==> config.mk <==
export PLATFORM = sky130hd
export DESIGN_NAME = dma_addr_step
export DESIGN_NICKNAME = d
export VERILOG_FILES = /design/src/rtl/dma_step_pkg.sv /design/src/rtl/dma_ctrl_reg.sv /design/src/rtl/dma_step_calc.sv /design/src/rtl/dma_addr_reg.sv /design/src/rtl/dma_addr_step.sv
export SDC_FILE = /design/constraint.sdc
export NUM_CORES = 1
export LEC_CHECK = 0
export CAP_MARGIN = 20
export CORE_AREA = 2 2 147 149
export DETAILED_ROUTE_END_ITERATION = 8
export DIE_AREA = 0 0 149 151
export PLACE_DENSITY = 0.71
export RECOVER_POWER = 25
export SLEW_MARGIN = 15
export SYNTH_ARGS = -nofsm -noshare
export SYNTH_HDL_FRONTEND = slang
export SYNTH_SLANG_ARGS = --single-unit
==> constraint.sdc <==
create_clock -name clk -period 4.9 [get_ports clk]
set_clock_uncertainty 0.05 [all_clocks]
set_input_delay 0.98 -clock clk [delete_from_list [all_inputs] [get_ports clk]]
set_output_delay 0.98 -clock clk [all_outputs]
set_load 0.05 [all_outputs]
==> src/rtl/dma_step_pkg.sv <==
package dma_step_pkg;
  typedef enum logic [1:0] {
    AM_FIXED = 2'b00,
    AM_INC   = 2'b01,
    AM_DEC   = 2'b10,
    AM_RSVD  = 2'b11
  } addr_mode_e;

  typedef enum logic [1:0] {
    SZ_BYTE = 2'b00,
    SZ_WORD = 2'b01,
    SZ_LONG = 2'b10,
    SZ_16B  = 2'b11
  } xfer_size_e;

  localparam int unsigned CTRL_IMPL_W  = 16;
  localparam int unsigned DST_MODE_LSB = 14;
  localparam int unsigned SRC_MODE_LSB = 12;
  localparam int unsigned MAG_W        = 5;

  function automatic logic [MAG_W-1:0] step_mag(input logic [1:0] size);
    case (size)
      SZ_BYTE: step_mag = 5'd1;
      SZ_WORD: step_mag = 5'd2;
      SZ_LONG: step_mag = 5'd4;
      default: step_mag = 5'd16;
    endcase
  endfunction
endpackage

==> src/rtl/dma_ctrl_reg.sv <==
module dma_ctrl_reg #(
  parameter int unsigned REG_W  = 32,
  parameter int unsigned IMPL_W = 16
) (
  input  logic              clk,
  input  logic              rst_n,
  input  logic              standby,
  input  logic              mod_standby,
  input  logic              we,
  input  logic [REG_W-1:0]  wdata,
  output logic [IMPL_W-1:0] ctrl,
  output logic [REG_W-1:0]  rdata
);
  localparam int unsigned PAD_W = REG_W - IMPL_W;

  always_ff @(posedge clk or negedge rst_n) begin
    if (!rst_n)           ctrl <= '0;
    else if (standby)     ctrl <= '0;
    else if (mod_standby) ctrl <= ctrl;
    else if (we)          ctrl <= wdata[IMPL_W-1:0];
  end

  assign rdata = {{PAD_W{1'b0}}, ctrl};

  // written low bits appear, high bits discarded
  assert_write_lands_R1: assert property (@(posedge clk) disable iff (!rst_n)
    (we && !standby && !mod_standby) |=> rdata == {{PAD_W{1'b0}}, $past(wdata[IMPL_W-1:0])});
  // standby clears
  assert_standby_clear_R2: assert property (@(posedge clk) disable iff (!rst_n)
    standby |=> rdata == '0);
  // module standby freezes
  assert_modstby_hold_R3: assert property (@(posedge clk) disable iff (!rst_n)
    (mod_standby && !standby) |=> $stable(rdata));
endmodule

==> src/rtl/dma_step_calc.sv <==
module dma_step_calc
  import dma_step_pkg::*;
#(
  parameter int unsigned AW     = 32,
  parameter bit          IS_SRC = 1'b0
) (
  input  logic [1:0]    mode,
  input  logic [1:0]    size,
  input  logic          hold,
  output logic [AW-1:0] delta
);
  logic [AW-1:0] mag;
  logic [AW-1:0] by_mode;

  assign mag = AW'(step_mag(size));

  always_comb begin
    case (mode)
      AM_INC:  by_mode = mag;
      AM_DEC:  by_mode = '0 - mag;
      default: by_mode = '0;
    endcase
  end

  generate
    if (IS_SRC) begin : g_src
      always_comb begin
        if (hold)                delta = '0;
        else if (size == SZ_16B) delta = mag;
        else                     delta = by_mode;
      end
    end else begin : g_dst
      always_comb begin
        if (hold) delta = '0;
        else      delta = by_mode;
      end
    end
  endgenerate
endmodule

==> src/rtl/dma_addr_reg.sv <==
module dma_addr_reg #(
  parameter int unsigned AW = 32
) (
  input  logic          clk,
  input  logic          rst_n,
  input  logic          load,
  input  logic [AW-1:0] load_val,
  input  logic          step,
  input  logic [AW-1:0] delta,
  output logic [AW-1:0] addr
);
  always_ff @(posedge clk or negedge rst_n) begin
    if (!rst_n)    addr <= '0;
    else if (load) addr <= load_val;
    else if (step) addr <= addr + delta;
  end

  // load wins and lands next edge
  assert_load_wins_R10: assert property (@(posedge clk) disable iff (!rst_n)
    load |=> addr == $past(load_val));
  // nothing moves without a pulse
  assert_idle_stable_R10: assert property (@(posedge clk) disable iff (!rst_n)
    (!load && !step) |=> $stable(addr));
endmodule

==> src/rtl/dma_addr_step.sv <==
module dma_addr_step
  import dma_step_pkg::*;
#(
  parameter int unsigned AW    = 32,
  parameter int unsigned REG_W = 32
) (
  input  logic             clk,
  input  logic             rst_n,
  input  logic             standby,
  input  logic             mod_standby,
  input  logic             cfg_we,
  input  logic [REG_W-1:0] cfg_wdata,
  output logic [REG_W-1:0] cfg_rdata,
  input  logic             src_load,
  input  logic [AW-1:0]    src_load_addr,
  input  logic             dst_load,
  input  logic [AW-1:0]    dst_load_addr,
  input  logic [1:0]       xfer_size,
  input  logic             single_mode,
  input  logic             dev_to_mem,
  input  logic             step,
  output logic [AW-1:0]    src_addr,
  output logic [AW-1:0]    dst_addr
);
  localparam int unsigned SIDES = 2;

  logic [CTRL_IMPL_W-1:0] ctrl;
  logic [1:0]             side_mode [SIDES];
  logic                   side_hold [SIDES];
  logic                   side_load [SIDES];
  logic [AW-1:0]          side_lval [SIDES];
  logic [AW-1:0]          side_delta[SIDES];
  logic [AW-1:0]          side_addr [SIDES];

  dma_ctrl_reg #(.REG_W(REG_W), .IMPL_W(CTRL_IMPL_W)) u_ctrl (
    .clk(clk), .rst_n(rst_n), .standby(standby), .mod_standby(mod_standby),
    .we(cfg_we), .wdata(cfg_wdata), .ctrl(ctrl), .rdata(cfg_rdata)
  );

  // side 0 = source, side 1 = destination
  assign side_mode[0] = ctrl[SRC_MODE_LSB +: 2];
  assign side_mode[1] = ctrl[DST_MODE_LSB +: 2];
  assign side_hold[0] = single_mode && !dev_to_mem;
  assign side_hold[1] = single_mode && dev_to_mem;
  assign side_load[0] = src_load;
  assign side_load[1] = dst_load;
  assign side_lval[0] = src_load_addr;
  assign side_lval[1] = dst_load_addr;

  generate
    for (genvar i = 0; i < SIDES; i++) begin : g_side
      dma_step_calc #(.AW(AW), .IS_SRC(i == 0)) u_calc (
        .mode(side_mode[i]), .size(xfer_size), .hold(side_hold[i]),
        .delta(side_delta[i])
      );
      dma_addr_reg #(.AW(AW)) u_addr (
        .clk(clk), .rst_n(rst_n), .load(side_load[i]), .load_val(side_lval[i]),
        .step(step), .delta(side_delta[i]), .addr(side_addr[i])
      );
    end
  endgenerate

  assign src_addr = side_addr[0];
  assign dst_addr = side_addr[1];

  // 16-byte source always advances by 16
  assert_src_16_R7: assert property (@(posedge clk) disable iff (!rst_n)
    (step && !src_load && xfer_size == SZ_16B && !(single_mode && !dev_to_mem))
      |=> src_addr == $past(src_addr) + AW'(16));
  // destination decrement at 16-byte size
  assert_dst_dec16_R6: assert property (@(posedge clk) disable iff (!rst_n)
    (step && !dst_load && xfer_size == SZ_16B && cfg_rdata[15:14] == 2'b10
     && !(single_mode && dev_to_mem)) |=> dst_addr == $past(dst_addr) - AW'(16));
  // single mode, device to memory holds destination
  assert_single_hold_R8: assert property (@(posedge clk) disable iff (!rst_n)
    (step && !dst_load && single_mode && dev_to_mem) |=> $stable(dst_addr));
endmodule

==> flow_metrics.tcl <==
set metrics [dict create \
    synth_ff_type "dfrtp_1" \
    firstDrtPassIters 5 \
    ys_ff_latch 80 \
    path_clk_slew_ns 0.06 \
    reg2reg_slack_ns 1.13 \
    p_leak_nw 4.193 \
    max-slew-margin-rel -0.3435 \
    fp.dieArea_um2 22500 \
    synth.most_common_cell "nand2_1" \
    grt.total_usage 0.1775 \
    core.rowCount 53 \
    critical_path_buf_inv_count 1 \
    coreArea_um2 20820 \
    initial_core_util 0.3373 \
    crit_fanout 4 \
    synth_seq_area_share 0.2850 \
    combPwrFrac 0.407 \
    cts_sinks 80 \
    cts_hold_buf 0 \
    p_int_mw 1.588 \
    drtIter0Drc 251 \
    crit_top_cell "nand2b_1" \
    worst-slew-pin-transition_ns 2.015 \
    crit_path_start_kind "primary input" \
    cp_slowest_cell "clkdlybuf4s50_1" \
    max_freq_ghz 0.2329 \
    hp-class "reg2reg" \
    wl_um 19810 \
    fin_crit_sh 0.8764 \
    rr_startpoint "u_ctrl.ctrl[14]" \
    crit_path_end_kind "flip-flop" \
    grt_pass1_vias 6483 \
    clk_path_buf_depth 2 \
    syn_inst 849 \
    hold_viol_final 0 \
    clk_latency_ns 0.35 \
    drive_above_1_share 0.04743 \
    setup-violations-final 0 \
    hold_ws_ns 0.4684 \
    whs_path_depth 2 \
    vias_per_cell 5.209 \
    grt-ovfl-total 0 \
    postSynthAreaPerCell_um2 8.274 \
    async_flop_share 1.000 \
    arrival_ns 4.47 \
    numPortBuffers 171 \
    vdd_drop_max_mv 0.1444 \
    cp_top_family "compound AO/OA/AOI/OAI gates" \
    gp_congestion 0.8329 \
    netlist_top_cells_area "dfrtp_1 (29%), ha_1 (12%), a21oi_1 (6.3%), nand2_1 (5.8%), mux2i_1 (5.3%)" \
    die_w_um 149 \
    nets 1187 \
    dp_hpwl_um 15000 \
    critPathKind "in2reg" \
    antenna_left 0 \
    rsz0062_at_grt "no" \
    numCtsBuffers 9 \
    slew_violations 37 \
    cts_tree "yes" \
    io_pins 204 \
    drcViolationCount 0 \
    num_vias 6704 \
    cts_root_buffer "clkbuf_16" \
    antenna_found_initial 0 \
    required_ns 5.08 \
    violations "capacitance limit, slew limit" \
    switching_power_mw 0.9983 \
    cts_max_level 3 \
    cts-resized-gates 0 \
    reg2reg_depth 15 \
    p_seq_frac 0.309 \
    status "finished with violations" \
    powerDensity_nw_per_um2 278.5 \
    die_h_um 151 \
    synth.top_cell.area_share 0.2850 \
    num_antenna_cells 0 \
    maxCapViolations 1 \
    ys_types 66 \
    synth-edff-count 0 \
    yosys_warnings 0 \
    slowest_delay_ns 0.47 \
    grt_start_max_net_pins 51 \
    layout_min_cycle_time_ns 4.294 \
    worstHoldEndpoint "u_ctrl.ctrl[5]" \
    hp-start "u_ctrl.ctrl[5]" \
    clkPwrFrac 0.285 \
    area_growth_pct 32.17 \
    netlist_area_um2 7024 \
    synth_common_cells "nand2_1 (109), a21oi_1 (89), dfrtp_1 (80)" \
    yosys.area.top_type "dfrtp_1" \
    crit_chain "clkdlybuf4s50_1 > nand2b_1 > nand2b_1 > nor4_1 > ha_1 > fa_1 > a211oi_2 > o21a_1 > o21ai_1 > o211ai_2 > a21oi_2 > a221oi_1 > o21ai_0 > mux2i_1 > a221o_1" \
    final.setup.tns_ns 0 \
    cts_setup_buffers 0 \
    grt_pass1_wl_um 32070 \
    switching_share 0.3860 \
    wl_per_cell_um 15.39 \
    timing.rr.end "g_side[1].u_addr.addr[30]" \
]
[worst max-delay path by stage]
stage,from,endpoint,slack [ns],cells past startpoint
4_1_cts,dev_to_mem,g_side[0].u_addr.addr[30],0.61,15
6_report,dev_to_mem,g_side[0].u_addr.addr[30],0.61,15
2_1_floorplan,single_mode,g_side[1].u_addr.addr[30],0.62,11
3_5_place_dp,dev_to_mem,g_side[0].u_addr.addr[30],0.27,15
3_3_place_gp,dev_to_mem,g_side[0].u_addr.addr[30],0.32,15
5_1_grt,dev_to_mem,g_side[0].u_addr.addr[30],0.38,15
[kinds of logic (layout without fill, tap and decap cells)]
kind of cell / Yosys count / count (layout) / share of synthesized area
flops: 80 / 80 / 0.2850
mux: 37 / 37 / 0.05273
xor+xnor: 51 / 51 / 0.06359
compound gates: 283 / 283 / 0.2553
other cells: 1 / 16 / 0.0005339
buf+inv: 78 / 226 / 0.05130
fa+ha+maj: 70 / 70 / 0.1268
simple gates: 249 / 249 / 0.1648
[final cells by class]
cell class,instances,area [um^2]
sequential,80,2002
tap,275,344.1
multi-input combinational,706,4722
fill,2101,11540
inverter,25,93.84
clock inverter,4,70.07
timing repair buffer,187,1813
clock buffer,10,239.0
[routing by layer]
metal | part of all wire | vias up | track usage
li1 | - | 3387 | -
met1 | 0.48 | 3139 | 0.2425
met2 | 0.45 | 165 | 0.2818
met3 | 0.058 | 13 | 0.03675
met4 | 0.012 | 0 | 0.05571
met5 | 0 | - | 0
[sequential cells by signal (all words and copies together), names as in the netlist]
signal,count
g_side.u_addr.addr,64
u_ctrl.ctrl,16
[stage by stage]
step                worst slack [ns]    util  std cells  area, um^2  total power, mW
finish                        0.6055  0.4459       1287        9284            2.586
global route                  0.3823  0.4459       1287        9284            2.733
CTS                           0.6139  0.4458       1286        9283            2.615
detailed placement            0.2729  0.4310       1272        8974            1.862
global placement              0.3167  0.4310       1272        8974            1.851
floorplan                     0.6152       -        864        7081            1.519
[worst min-delay path: stages (launching register included)]
cell,delay (ns)
dfrtp_1,0.37
nand2_1,0.06
a21oi_1,0.05
[placed cells by master, fill, tap and decap left out, drive strengths merged, types with 8 or more instances in the layout]
cell type and count:
nand3 24, nor2 42, ha 68, xor2 18
a22oi 10, nor3 15, nand2 109, nand2b 11
buf 17, conb 16, clkbuf 12, a21o 27
nor2b 10, inv 24, a21oi 90, xnor2 33
a211oi 16, mux2i 37, dfrtp 80, o21bai 8
clkdlybuf4s50 168, o21ai 76
[power by group through the flow]
stage                     registers (mW)  clock network, mW  logic [mW]
after detailed placement           0.811                  0        1.05
after global routing               0.809              0.782        1.14
final                              0.798              0.736        1.05
after global placement             0.810                  0        1.04
after floorplan                     1.04                  0       0.477
after CTS                          0.799              0.759        1.06
No activity file was read; power rests on OpenSTA's default activity.
